===== config.mk =====
export PLATFORM = sky130hd
export DESIGN_NAME = dual_tone_gen
export DESIGN_NICKNAME = d
export VERILOG_FILES = /design/src/rtl/dtone_pkg.sv /design/src/rtl/dtone_ctrl.sv /design/src/rtl/dtone_core.sv /design/src/rtl/dtone_datapath.sv /design/src/rtl/dual_tone_gen.sv
export SDC_FILE = /design/constraint.sdc
export NUM_CORES = 1
export LEC_CHECK = 0
export BUFFER_PORTS_ARGS = -buffer_cell sky130_fd_sc_hd__buf_2
export CAP_MARGIN = 30
export CORE_ASPECT_RATIO = 0.5
export CORE_UTILIZATION = 47
export DETAILED_ROUTE_END_ITERATION = 8
export SLEW_MARGIN = 20
export SYNTH_ARGS = -nofsm -noshare
export SYNTH_HDL_FRONTEND = slang
export SYNTH_SLANG_ARGS = --single-unit

===== constraint.sdc =====
create_clock -name clk -period 4.7 [get_ports clk]
set_input_delay 0.235 -clock clk [delete_from_list [all_inputs] [get_ports clk]]
set_output_delay 0.235 -clock clk [all_outputs]
set_load 0.005 [all_outputs]

===== src/rtl/dtone_pkg.sv =====
package dtone_pkg;

  // strobes from control to datapath
  typedef struct packed {
    logic start;     // begin any idle tone
    logic stopReq;   // end each tone at its next toggle point
    logic silentHi;  // high divisor code silences the tone
    logic silentLo;  // low divisor code silences the tone
  } toneStrobe_t;

  function automatic int unsigned maxHalf(int unsigned hiPre, int unsigned loPre,
                                          int unsigned divW);
    int unsigned hiMax;
    int unsigned loMax;
    hiMax = (hiPre / 2) * ((32'd1 << divW) + 1);
    loMax = (loPre / 2) * (32'd1 << divW);
    return (hiMax > loMax) ? hiMax : loMax;
  endfunction

endpackage


===== src/rtl/dtone_ctrl.sv =====
module dtone_ctrl
  import dtone_pkg::*;
#(
  parameter int unsigned DIV_W        = 8,
  parameter int unsigned HI_PRE       = 6,
  parameter int unsigned LO_PRE       = 14,
  parameter int unsigned BURST_CYCLES = 115200,
  parameter int unsigned HALF_W       = 11
) (
  input  logic              clk,
  input  logic              rstN,
  input  logic              wrHigh,
  input  logic              wrLow,
  input  logic [DIV_W-1:0]  wrData,
  input  logic              contMode,
  output toneStrobe_t       strobe,
  output logic [HALF_W-1:0] halfHi,
  output logic [HALF_W-1:0] halfLo
);
  localparam int unsigned TMR_W   = (BURST_CYCLES > 1) ? $clog2(BURST_CYCLES) : 1;
  localparam int unsigned HI_WRAP = (32'd1 << DIV_W) + 1;
  localparam int unsigned LO_WRAP = (32'd1 << DIV_W);

  logic [DIV_W-1:0] hdReg, ldReg;
  logic [DIV_W:0]   effHi, effLo;
  logic [TMR_W-1:0] tmr;
  logic             burstOn;

  always_ff @(posedge clk or negedge rstN) begin
    if (!rstN) begin
      hdReg <= '0;
      ldReg <= '0;
    end else begin
      if (wrHigh) hdReg <= wrData;
      if (wrLow)  ldReg <= wrData;
    end
  end

  // burst window: a low write reloads it, then it counts down to zero
  always_ff @(posedge clk or negedge rstN) begin
    if (!rstN) begin
      burstOn <= 1'b0;
      tmr     <= '0;
    end else if (wrLow) begin
      burstOn <= 1'b1;
      tmr     <= TMR_W'(BURST_CYCLES - 1);
    end else if (burstOn) begin
      if (tmr == '0) burstOn <= 1'b0;
      else           tmr     <= tmr - 1'b1;
    end
  end

  // special codes: 0 and 1 pick the long period
  always_comb begin
    effHi  = (hdReg <= DIV_W'(1)) ? (DIV_W+1)'(HI_WRAP) : {1'b0, hdReg};
    effLo  = (ldReg <= DIV_W'(1)) ? (DIV_W+1)'(LO_WRAP) : {1'b0, ldReg};
    halfHi = HALF_W'((HI_PRE / 2) * 32'(effHi));
    halfLo = HALF_W'((LO_PRE / 2) * 32'(effLo));
  end

  assign strobe.start    = wrLow;
  assign strobe.stopReq  = !burstOn && !contMode;
  assign strobe.silentHi = (hdReg == DIV_W'(2));
  assign strobe.silentLo = (ldReg == DIV_W'(2));

endmodule


===== src/rtl/dtone_core.sv =====
module dtone_core #(
  parameter int unsigned HALF_W = 11
) (
  input  logic              clk,
  input  logic              rstN,
  input  logic              start,
  input  logic              stopReq,
  input  logic              silent,
  input  logic [HALF_W-1:0] half,
  output logic              sign
);
  logic              running;
  logic [HALF_W-1:0] cnt;

  always_ff @(posedge clk or negedge rstN) begin
    if (!rstN) begin
      running <= 1'b0;
      cnt     <= '0;
      sign    <= 1'b0;
    end else if (!running) begin
      running <= start;
      cnt     <= '0;
      sign    <= 1'b0;
    end else if (silent) begin
      // a silent tone has no crossings, so it ends as soon as asked
      cnt  <= '0;
      sign <= 1'b0;
      if (stopReq) running <= 1'b0;
    end else if (cnt >= half - HALF_W'(1)) begin
      // toggle point; ">=" keeps a shortened divisor phase-safe
      cnt <= '0;
      if (stopReq) begin
        running <= 1'b0;
        sign    <= 1'b0;
      end else begin
        sign <= ~sign;
      end
    end else begin
      cnt <= cnt + 1'b1;
    end
  end

endmodule


===== src/rtl/dtone_datapath.sv =====
module dtone_datapath
  import dtone_pkg::*;
#(
  parameter int unsigned HALF_W = 11
) (
  input  logic              clk,
  input  logic              rstN,
  input  toneStrobe_t       strobe,
  input  logic [HALF_W-1:0] halfHi,
  input  logic [HALF_W-1:0] halfLo,
  output logic              toneHi,
  output logic              toneLo,
  output logic [1:0]        level
);
  localparam int unsigned N_TONES = 2;

  logic [HALF_W-1:0] halfArr [N_TONES];
  logic [N_TONES-1:0] silentArr;
  logic [N_TONES-1:0] signArr;

  assign halfArr[0]   = halfHi;
  assign halfArr[1]   = halfLo;
  assign silentArr[0] = strobe.silentHi;
  assign silentArr[1] = strobe.silentLo;

  for (genvar i = 0; i < N_TONES; i++) begin : g_tone
    dtone_core #(.HALF_W(HALF_W)) u_core (
      .clk    (clk),
      .rstN   (rstN),
      .start  (strobe.start),
      .stopReq(strobe.stopReq),
      .silent (silentArr[i]),
      .half   (halfArr[i]),
      .sign   (signArr[i])
    );
  end

  assign toneHi = signArr[0];
  assign toneLo = signArr[1];
  assign level  = {1'b0, signArr[0]} + {1'b0, signArr[1]};

endmodule


===== src/rtl/dual_tone_gen.sv =====
module dual_tone_gen
  import dtone_pkg::*;
#(
  parameter int unsigned DIV_W        = 8,
  parameter int unsigned HI_PRE       = 6,
  parameter int unsigned LO_PRE       = 14,
  parameter int unsigned BURST_CYCLES = 115200
) (
  input  logic             clk,
  input  logic             rstN,
  input  logic             wrHigh,
  input  logic             wrLow,
  input  logic [DIV_W-1:0] wrData,
  input  logic             contMode,
  output logic             toneHi,
  output logic             toneLo,
  output logic [1:0]       level
);
  localparam int unsigned HALF_W = $clog2(maxHalf(HI_PRE, LO_PRE, DIV_W) + 1);

  toneStrobe_t       strobe;
  logic [HALF_W-1:0] halfHi, halfLo;

  dtone_ctrl #(
    .DIV_W(DIV_W), .HI_PRE(HI_PRE), .LO_PRE(LO_PRE),
    .BURST_CYCLES(BURST_CYCLES), .HALF_W(HALF_W)
  ) u_ctrl (
    .clk(clk), .rstN(rstN), .wrHigh(wrHigh), .wrLow(wrLow),
    .wrData(wrData), .contMode(contMode),
    .strobe(strobe), .halfHi(halfHi), .halfLo(halfLo)
  );

  dtone_datapath #(.HALF_W(HALF_W)) u_dp (
    .clk(clk), .rstN(rstN), .strobe(strobe),
    .halfHi(halfHi), .halfLo(halfLo),
    .toneHi(toneHi), .toneLo(toneLo), .level(level)
  );

endmodule


==> results of run 1 <==
## synth_stat cells (all sizes together), types with 2 or more instances
| cell type | number | area share (%) |
|---|---|---|
| nand4b | 2 | 0.40 |
| o21a | 3 | 0.51 |
| buf | 4 | 0.59 |
| o21ai | 23 | 2.9 |
| a21oi | 22 | 2.7 |
| and2 | 2 | 0.28 |
| o211ai | 10 | 1.8 |
| and3 | 7 | 0.99 |
| nand3 | 21 | 2.4 |
| mux2i | 2 | 0.45 |
| xnor2 | 16 | 3.2 |
| nand4 | 11 | 1.6 |
| a31oi | 2 | 0.28 |
| o311a | 2 | 0.45 |
| xor2 | 29 | 5.7 |
| o21bai | 2 | 0.34 |
| and4 | 2 | 0.40 |
| nand2b | 8 | 1.1 |
| clkbuf | 11 | 0.93 |
| or2 | 4 | 0.57 |
| or3 | 4 | 0.57 |
| nor2 | 44 | 3.7 |
| a21o | 8 | 1.4 |
| fa | 6 | 2.7 |
| dfrtp | 60 | 34 |
| ha | 54 | 15 |
| nor2b | 3 | 0.42 |
| nor4 | 6 | 0.85 |
| or4 | 4 | 0.76 |
| o31ai | 4 | 0.68 |
| nand2 | 33 | 2.8 |
| inv | 51 | 4.3 |
| nor3 | 6 | 0.68 |
| mux2 | 2 | 0.51 |
## state kept, by name, indices dropped and copies added, names as in the netlist
register and flops:
u_dp.g_tone.u_core.running 2, u_ctrl.hdReg 8, u_dp.g_tone.u_core.sign 2, u_ctrl.burstOn 1, u_ctrl.ldReg 8, u_dp.g_tone.u_core.cnt 22, u_ctrl.tmr 17
## stage by stage
stage                     setup WS, ns  utilization (%)  total power [W]
after floorplan                  0.606                -          0.00141
after global placement           0.601             51.5          0.00161
after detailed placement         0.475             51.5          0.00162
after CTS                        0.467             54.4          0.00222
after global routing            0.0505             54.4          0.00240
final                            0.481             54.4          0.00219
## cells by family after synthesis
kind of cell | after synthesis
muxes | 4
xor gates and xnor gates | 45
and+or+nand+nor | 163
adders and majority gates | 60
buffers and inverters | 66
DFF | 60
AOI/OAI and AO/OA | 86
## power by group through the flow
stage,combinational [W],clock (W),sequential (W)
floorplan,0.000726,0,0.000684
global placement,0.000883,0,0.000722
detailed placement,0.000894,0,0.000722
CTS,0.000902,0.000599,0.000715
global route,0.00104,0.000625,0.000729
finish,0.000890,0.000585,0.000715
## critical path: stages (launching register included)
cell,delay (ns)
dfrtp_1,0.45
nor4_1,0.36
nand2_1,0.17
a21oi_1,0.21
fa_1,0.43
inv_1,0.07
ha_1,0.26
or3_1,0.34
o2111a_1,0.18
o21a_1,0.18
nor2_1,0.11
xor2_1,0.16
ha_1,0.28
a21oi_1,0.15
o211ai_1,0.10
a21oi_1,0.24
o211ai_1,0.14
buf_4,0.21
nor2_1,0.11
## per-layer routing
| metal | GRT usage (%) | part of all wire [%] | vias up |
|---|---|---|---|
| met5 | 0 | 0 | - |
| met4 | 6.42 | 0.81 | 0 |
| met3 | 5.21 | 2.8 | 10 |
| met2 | 31.7 | 46 | 34 |
| met1 | 26.0 | 51 | 1594 |
| li1 | - | - | 1721 |
## area by class of cell
cell class	instances	area [um^2]	share of cell area [%]
multi-input combinational	358	2660	54.7
clock buffer	14	254	5.23
clock inverter	2	10.0	0.206
timing repair buffer	18	95.1	1.96
sequential	60	1500	30.9
tap	117	146	3.01
inverter	51	191	3.94
## path summary, 6_finish.rpt
kind,start,to,slack [ns],depth (start not counted)
worst max-delay path,u_ctrl.ldReg[7]$_DFFE_PN0P_,u_dp.g_tone[1].u_core.cnt[3]$_DFF_PN0_,0.48,18
min in group clk,wrData[3],u_ctrl.ldReg[3]$_DFFE_PN0P_,0.14,3
worst min-delay path,rstN,u_dp.g_tone[0].u_core.cnt[2]$_DFF_PN0_,0.06,2
worst min register to register,u_ctrl.tmr[5]$_DFFE_PN0P_,u_ctrl.tmr[5]$_DFFE_PN0P_,0.52,1
max in group asynchronous,rstN,u_ctrl.tmr[1]$_DFFE_PN0P_,4.13,2
worst max register to register,u_ctrl.ldReg[7]$_DFFE_PN0P_,u_dp.g_tone[1].u_core.cnt[3]$_DFF_PN0_,0.48,18
==> summary.md, run 1 <==
| Metric | Value |
|---|---|
| Status | `complete, no violations` |
| Placer congestion estimate | `0.807` |
| Leakage | `~2.3 nW` |
| Async SR Flop Fraction | `100%` |
| Synthesized area | `4420 um^2` |
| Layout cells sized above 1 | `under 10%` |
| Area growth syn-to-layout | `9.91%` |
| Worst-margin pin slew | `0.773 ns` |
| Fraction of the mapped netlist area in simple logic gates | `19.1%` |
| Logic pwr share | `between 40% and 50%` |
| Global Route Usage Sum | `19.6%` |
| Maximum clock path buffer count | `2` |
| Slew Limit Fails | `0` |
| Synth Area in Compound Gates | `13.2%` |
| Io pins | `17` |
| Max-cap viol count | `0` |
| Sink Count | `60` |
| Clock power share | `26.7%` |
| Worst-Skew Late Latency | `0.33 ns` |
| Placement-stage cell area | `4590 um^2` |
| VDD IR-drop max | `~0.00017 V` |
| Sw Pwr | `0.000809 W` |
| Seq/Total Area, Yosys | `34.0%` |
| Vias in the first global route | `3263` |
| Final setup fails | `0` |
| Vert. Die Dim | `70.6 um` |
| Cts bufs inserted | `9` |
| Most frequent cells in the layout | `dfrtp_1, ha_1, inv_1` |
| Synth Net Count | `between 500 and 600` |
| Post-synthesis xor/xnor area fraction | `8.92%` |
| Design area | `4860 um^2` |
| Unrepaired setup endpoints after global routing | `false` |
| Final Skew | `0.00957 ns` |
| Post-cts sizing count | `0` |
| DP HPWL | `~6300 um` |
| Power Internal | `0.00138 W` |
| Minimum clock period | `between 4 and 5 ns` |
| FF+latch count, synth | `60` |
| Buffers added on ports | `16` |
| WHS | `0.0635 ns` |
| Syn. warnings | `0` |
| Remaining DRCs | `0` |
| First-pass GRT wire length | `between 15000 and 20000 um` |
| Final Hold Vio Count | `0` |
| Max_slew headroom | `48.0%` |
| Clk slew on worst S/H paths | `0.05 ns` |
| Fill cells | `814` |
| Synth Instances | `484` |
| Crit start category | `register` |
| Post-cts hold buffer count | `0` |
| Netlist cell types | `58` |
| Vias per cell | `5.42` |
| Chip Width | `139 um` |
| Core footprint | `8920 um^2` |
| Number of synthesized flops with an enable pin | `0` |
| Final period utilization | `89.8%` |
| Wirelength per Cell | `between 10 and 15 um` |
| CTS tree | `done` |
| Max frequency | `237 MHz` |
| Largest net degree at the start of global routing | `61` |
| Initial DRC Count | `124` |
| Initial antenna violation count | `0` |
| Worst Hold Class | `primary input to asynchronous set/reset pin` |
| Ys flop type | `dfrtp_1` |
| CP Data Required Time | `4.96 ns` |
| First-pass detailed-route iteration total | `7` |
| Placed Cells | `604` |
| Main combinational cell family by area after synthesis | `simple AND/OR/NAND/NOR gates` |
| Crit path kind | `register to register` |
| Worst-path fanout max | `12` |
| Avg Inst Size Synth | `9.13 um^2` |
| Cell Rows | `24` |
| WL final | `8510 um` |
| Pwr dens | `between 400 and 500 nW/um^2` |
| Starting Density | `49.5%` |
| Setup TNS | `0 ns` |
| Setup Buffers After CTS | `0` |
| Final non-filler cell total | `620` |
| CP arrival | `4.47 ns` |
| CP Capture Type | `register` |
| Root Buffer | `clkbuf_16` |
| Adder-cell share of the synthesized area | `18.0%` |
| Proportion of synthesized area in mux cells | `0.963%` |
| DRT antenna net count | `0` |
| Most common cell after layout, fill and taps aside | `dfrtp_1` |
| Net Sw Frac | `36.9%` |
| Nets | `571` |
| N_diodes | `0` |
| Via count | `~3.4k` |
| Sequential Power Share | `roughly 33%` |
| Die area | `9810 um^2` |
| H-tree levels | `3` |
| Overflow after GRT | `0` |
No activity file was read; power rests on OpenSTA's default activity.
==> run 2, diff against run 1 <==
--- a/config.mk
+++ b/config.mk
@@ -15,2 +15,3 @@
 export SYNTH_HDL_FRONTEND = slang
+export SYNTH_HIERARCHICAL = 1
 export SYNTH_SLANG_ARGS = --single-unit
==> constraint.sdc (replaced) <==
create_clock -name clk -period 4.7 [get_ports clk]
set_input_delay 0.705 -clock clk [delete_from_list [all_inputs] [get_ports clk]]
set_output_delay 0.705 -clock clk [all_outputs]
set_load 0.005 [all_outputs]
==> summary.md, run 2 <==
| Metric | Value |
|---|---|
| Ys flop type | `dfrtp_1` |
| Vias in the first global route | `3186 (-2.4%)` |
| H-tree levels | `3 (unchanged)` |
| Top post-synthesis cells by area | `dfrtp_1, ha_1, xnor2_1, nor2_1, nand2_1` |
| Overflow after GRT | `0 (unchanged)` |
| Largest net degree at the start of global routing | `37 (-39%)` |
| Maximum clock path buffer count | `2 (unchanged)` |
| DRT antenna net count | `0 (unchanged)` |
| FF+latch count, synth | `60 (unchanged)` |
| Nets | `567 (-0.70%)` |
| CP Capture Type | `register` |
| VDD IR-drop max | `0.000254 V (+46%)` |
| Starting Density | `50.3% (+0.73 points)` |
| Synth Net Count | `546 (-2.0%)` |
| Reg-to-Reg Start | `u_ctrl/ldReg[2]$_DFFE_PN0P_` |
| Seq/Total Area, Yosys | `33.2% (-0.83 points)` |
| WL final | `8560 um (+0.52%)` |
| Layout cells sized above 1 | `19.4% (+11 points)` |
| DP HPWL | `6420 um (+1.4%)` |
| Design area | `5120 um^2 (+5.5%)` |
| Final setup fails | `0 (unchanged)` |
| Placement-stage cell area | `4740 um^2 (+3.1%)` |
| Crit start category | `register` |
| Cell with the most instances after synthesis | `dfrtp_1` |
| Post-synth top cells | `dfrtp_1, nor2_1, ha_1, nand2_1, xnor2_1` |
| Max_slew headroom | `47.0% (-1.0 points)` |
| Vias per cell | `5.27 (-2.6%)` |
| Async SR Flop Fraction | `100% (unchanged)` |
| First-pass GRT wire length | `15000 um (-1.5%)` |
| Post-synth top area share | `33.2% (-0.83 points)` |
| Max frequency | `223 MHz (-6.1%)` |
| Number of synthesized flops with an enable pin | `0 (unchanged)` |
| Worst-Skew Late Latency | `0.32 ns (about the same)` |
| Leakage | `2.19 nW (-4.9%)` |
| CP arrival | `4.70 ns (+0.23 ns)` |
| Worst-path fanout max | `3 (-9)` |
| First-pass detailed-route iteration total | `4 (-3)` |
| Chip Width | `141 um (+1.2%)` |
| Sink Count | `60 (unchanged)` |
| Wirelength per Cell | `13.8 um (+0.19%)` |
| Cts bufs inserted | `9 (unchanged)` |
| Core footprint | `9010 um^2 (+1.0%)` |
| Area growth syn-to-layout | `13.2%` |
| Via count | `3281 (-2.3%)` |
| Remaining DRCs | `0 (unchanged)` |
| Unrepaired setup endpoints after global routing | `true` |
| CTS tree | `done` |
| Slew Limit Fails | `0 (unchanged)` |
| Worst Setup SP | `u_ctrl/ldReg[2]$_DFFE_PN0P_` |
| Placer congestion estimate | `0.804 (-0.36%)` |
| Io pins | `17 (unchanged)` |
| Setup TNS | `0 ns (unchanged)` |
| Largest regs | `u_dp/g_tone.u_core/cnt x22, u_ctrl/tmr x17` |
| Worst Hold Class | `primary input to asynchronous set/reset pin` |
| Largest Register | `u_dp/g_tone.u_core/cnt` |
| Syn. warnings | `6 (+6)` |
| Final period utilization | `95.6% (+5.8 points)` |
| Final Skew | `0.00762 ns (-0.00195 ns)` |
| Synthesized area | `4530 um^2 (+2.5%)` |
| CP Data Required Time | `4.90 ns (-0.06 ns)` |
| Minimum clock period | `4.49 ns (+0.275 ns)` |
| Root Buffer | `clkbuf_16` |
| Synth Instances | `480 (-0.83%)` |
| WHS | `0.461 ns (+0.398 ns)` |
| Slowest cell on the critical path | `fa_1` |
| Cell Rows | `24 (unchanged)` |
| Area leader, netlist | `dfrtp_1` |
| Initial DRC Count | `154 (+24%)` |
| Critical path, cell by cell | `nor4_2, nand2_1, nor2_2, nor2b_2, fa_1, ha_2, inv_2, fa_2, o21bai_4, a41o_1, nor2_2, xnor2_2, nor4_2, nand3_1, xor2_1, ha_1, nand4_1, or2_1, o221ai_2, mux2_4` |
| Final Hold Vio Count | `0 (unchanged)` |
| Clk slew on worst S/H paths | `0.05 ns (about the same)` |
| Most common cell after layout, fill and taps aside | `dfrtp_1` |
| CP peak stage delay | `0.50 ns (+0.05 ns)` |
| Max reg flops | `22 (unchanged)` |
| Status | `complete, no violations` |
| N_diodes | `0 (unchanged)` |
| Buffers added on ports | `16 (unchanged)` |
| Pwr dens | `461 nW/um^2 (+2.2%)` |
| Crit path kind | `register to register` |
| Worst-margin pin slew | `0.795 ns (+0.0214 ns)` |
| Initial antenna violation count | `0 (unchanged)` |
| Post-cts hold buffer count | `0 (unchanged)` |
| Die area | `10100 um^2 (+2.4%)` |
| Most frequent cells in the layout | `dfrtp_1, nor2_1, nand2_1` |
| Max-cap viol count | `0 (unchanged)` |
| Netlist cell types | `56 (-3.4%)` |
| Global Route Usage Sum | `19.0% (-0.60 points)` |
| Avg Inst Size Synth | `9.43 um^2 (+3.3%)` |
| Vert. Die Dim | `71.4 um (+1.2%)` |
run 2: cell count changes after synthesis, sizes merged, moves of 8 or more:
cell    before  now
a21oi       22   12
clkbuf      11   19
ha          54   46
inv         51   28
mux2         2   14
nand2       33   47
nor2        44   52
nor3         6   14
nor4         6   16
o21ai       23   13
xnor2       16   43
xor2        29   19
run 2: repair_timing:
action / 4_1_cts / 5_1_grt
endpoints found under the hold margin: 0 / 0
endpoints found under the setup margin: 0 / 26
setup buffers: 0 / 6
resized for setup: 0 / 17
run 2: logic make-up after synthesis:
group / synth area share (%)
DFF: 33.2
xor gates and xnor gates: 12.0
AOI/OAI and AO/OA: 10.6
adders and majority gates: 15.8
and+or+nand+nor: 20.4
buffers and inverters: 4.64
muxes: 3.48
run 2: final timing paths:
check / depth (start not counted) / slack, ns / end
max: 20 / 0.21 / u_dp/g_tone[1].u_core/sign$_DFFE_PN0P_
min: 1 / 0.46 / u_dp/g_tone[1].u_core/cnt[0]$_DFF_PN0_
max reg2reg: 20 / 0.21 / u_dp/g_tone[1].u_core/sign$_DFFE_PN0P_
min reg2reg: 2 / 0.50 / u_ctrl/tmr[16]$_DFFE_PN0P_
max in group asynchronous: 2 / 3.39 / u_dp/g_tone[1].u_core/cnt[10]$_DFF_PN0_
min in group clk: 2 / 0.50 / u_ctrl/tmr[16]$_DFFE_PN0P_
run 2: metrics by stage:
| step | util, % | instances | total power, W | setup slack, ns |
|---|---|---|---|---|
| final | 56.9 | 622 | 0.00236 | 0.206 |
| after global routing | 56.9 | 622 | 0.00258 | -0.0766 |
| after CTS | 55.6 | 616 | 0.00233 | 0.0449 |
| after detailed placement | 52.6 | 601 | 0.00171 | 0.0752 |
| after global placement | 52.6 | 601 | 0.00170 | 0.126 |
| after floorplan | - | 480 | 0.00148 | 0.0933 |
run 2: critical path: cells and delay by family, from the launching register on:
kind,cells,cell delay (ns)
compound gates,3,0.61
flops,1,0.38
fa+ha+maj,4,1.38
xor+xnor,2,0.32
simple gates,9,1.32
mux,1,0.32
buf+inv,1,0.04
run 2: area by class of cell:
type	count	area (um^2)
clock buffers	13	260
clock inverters	2	10.0
fillers	830	3880
inverters	29	109
multi-input cells	368	2890
flip-flops and latches	60	1500
well taps	117	146
repair buffers	33	211
run 2: power breakdown:
group | switching [W] | internal, W | total [W]
Combinational | 0.000563 | 0.000484 | 0.00105
Clock | 0.000216 | 0.000380 | 0.000596
Sequential | 0.000113 | 0.000605 | 0.000717
run 2: metal layers:
layer | vias up | track usage [%] | share of wire [%]
li1 | 1690 | - | -
met4 | 0 | 6.16 | 1.0
met2 | 23 | 29.9 | 45
met5 | - | 0 | 0
met1 | 1559 | 26.2 | 52
met3 | 9 | 4.41 | 2.1
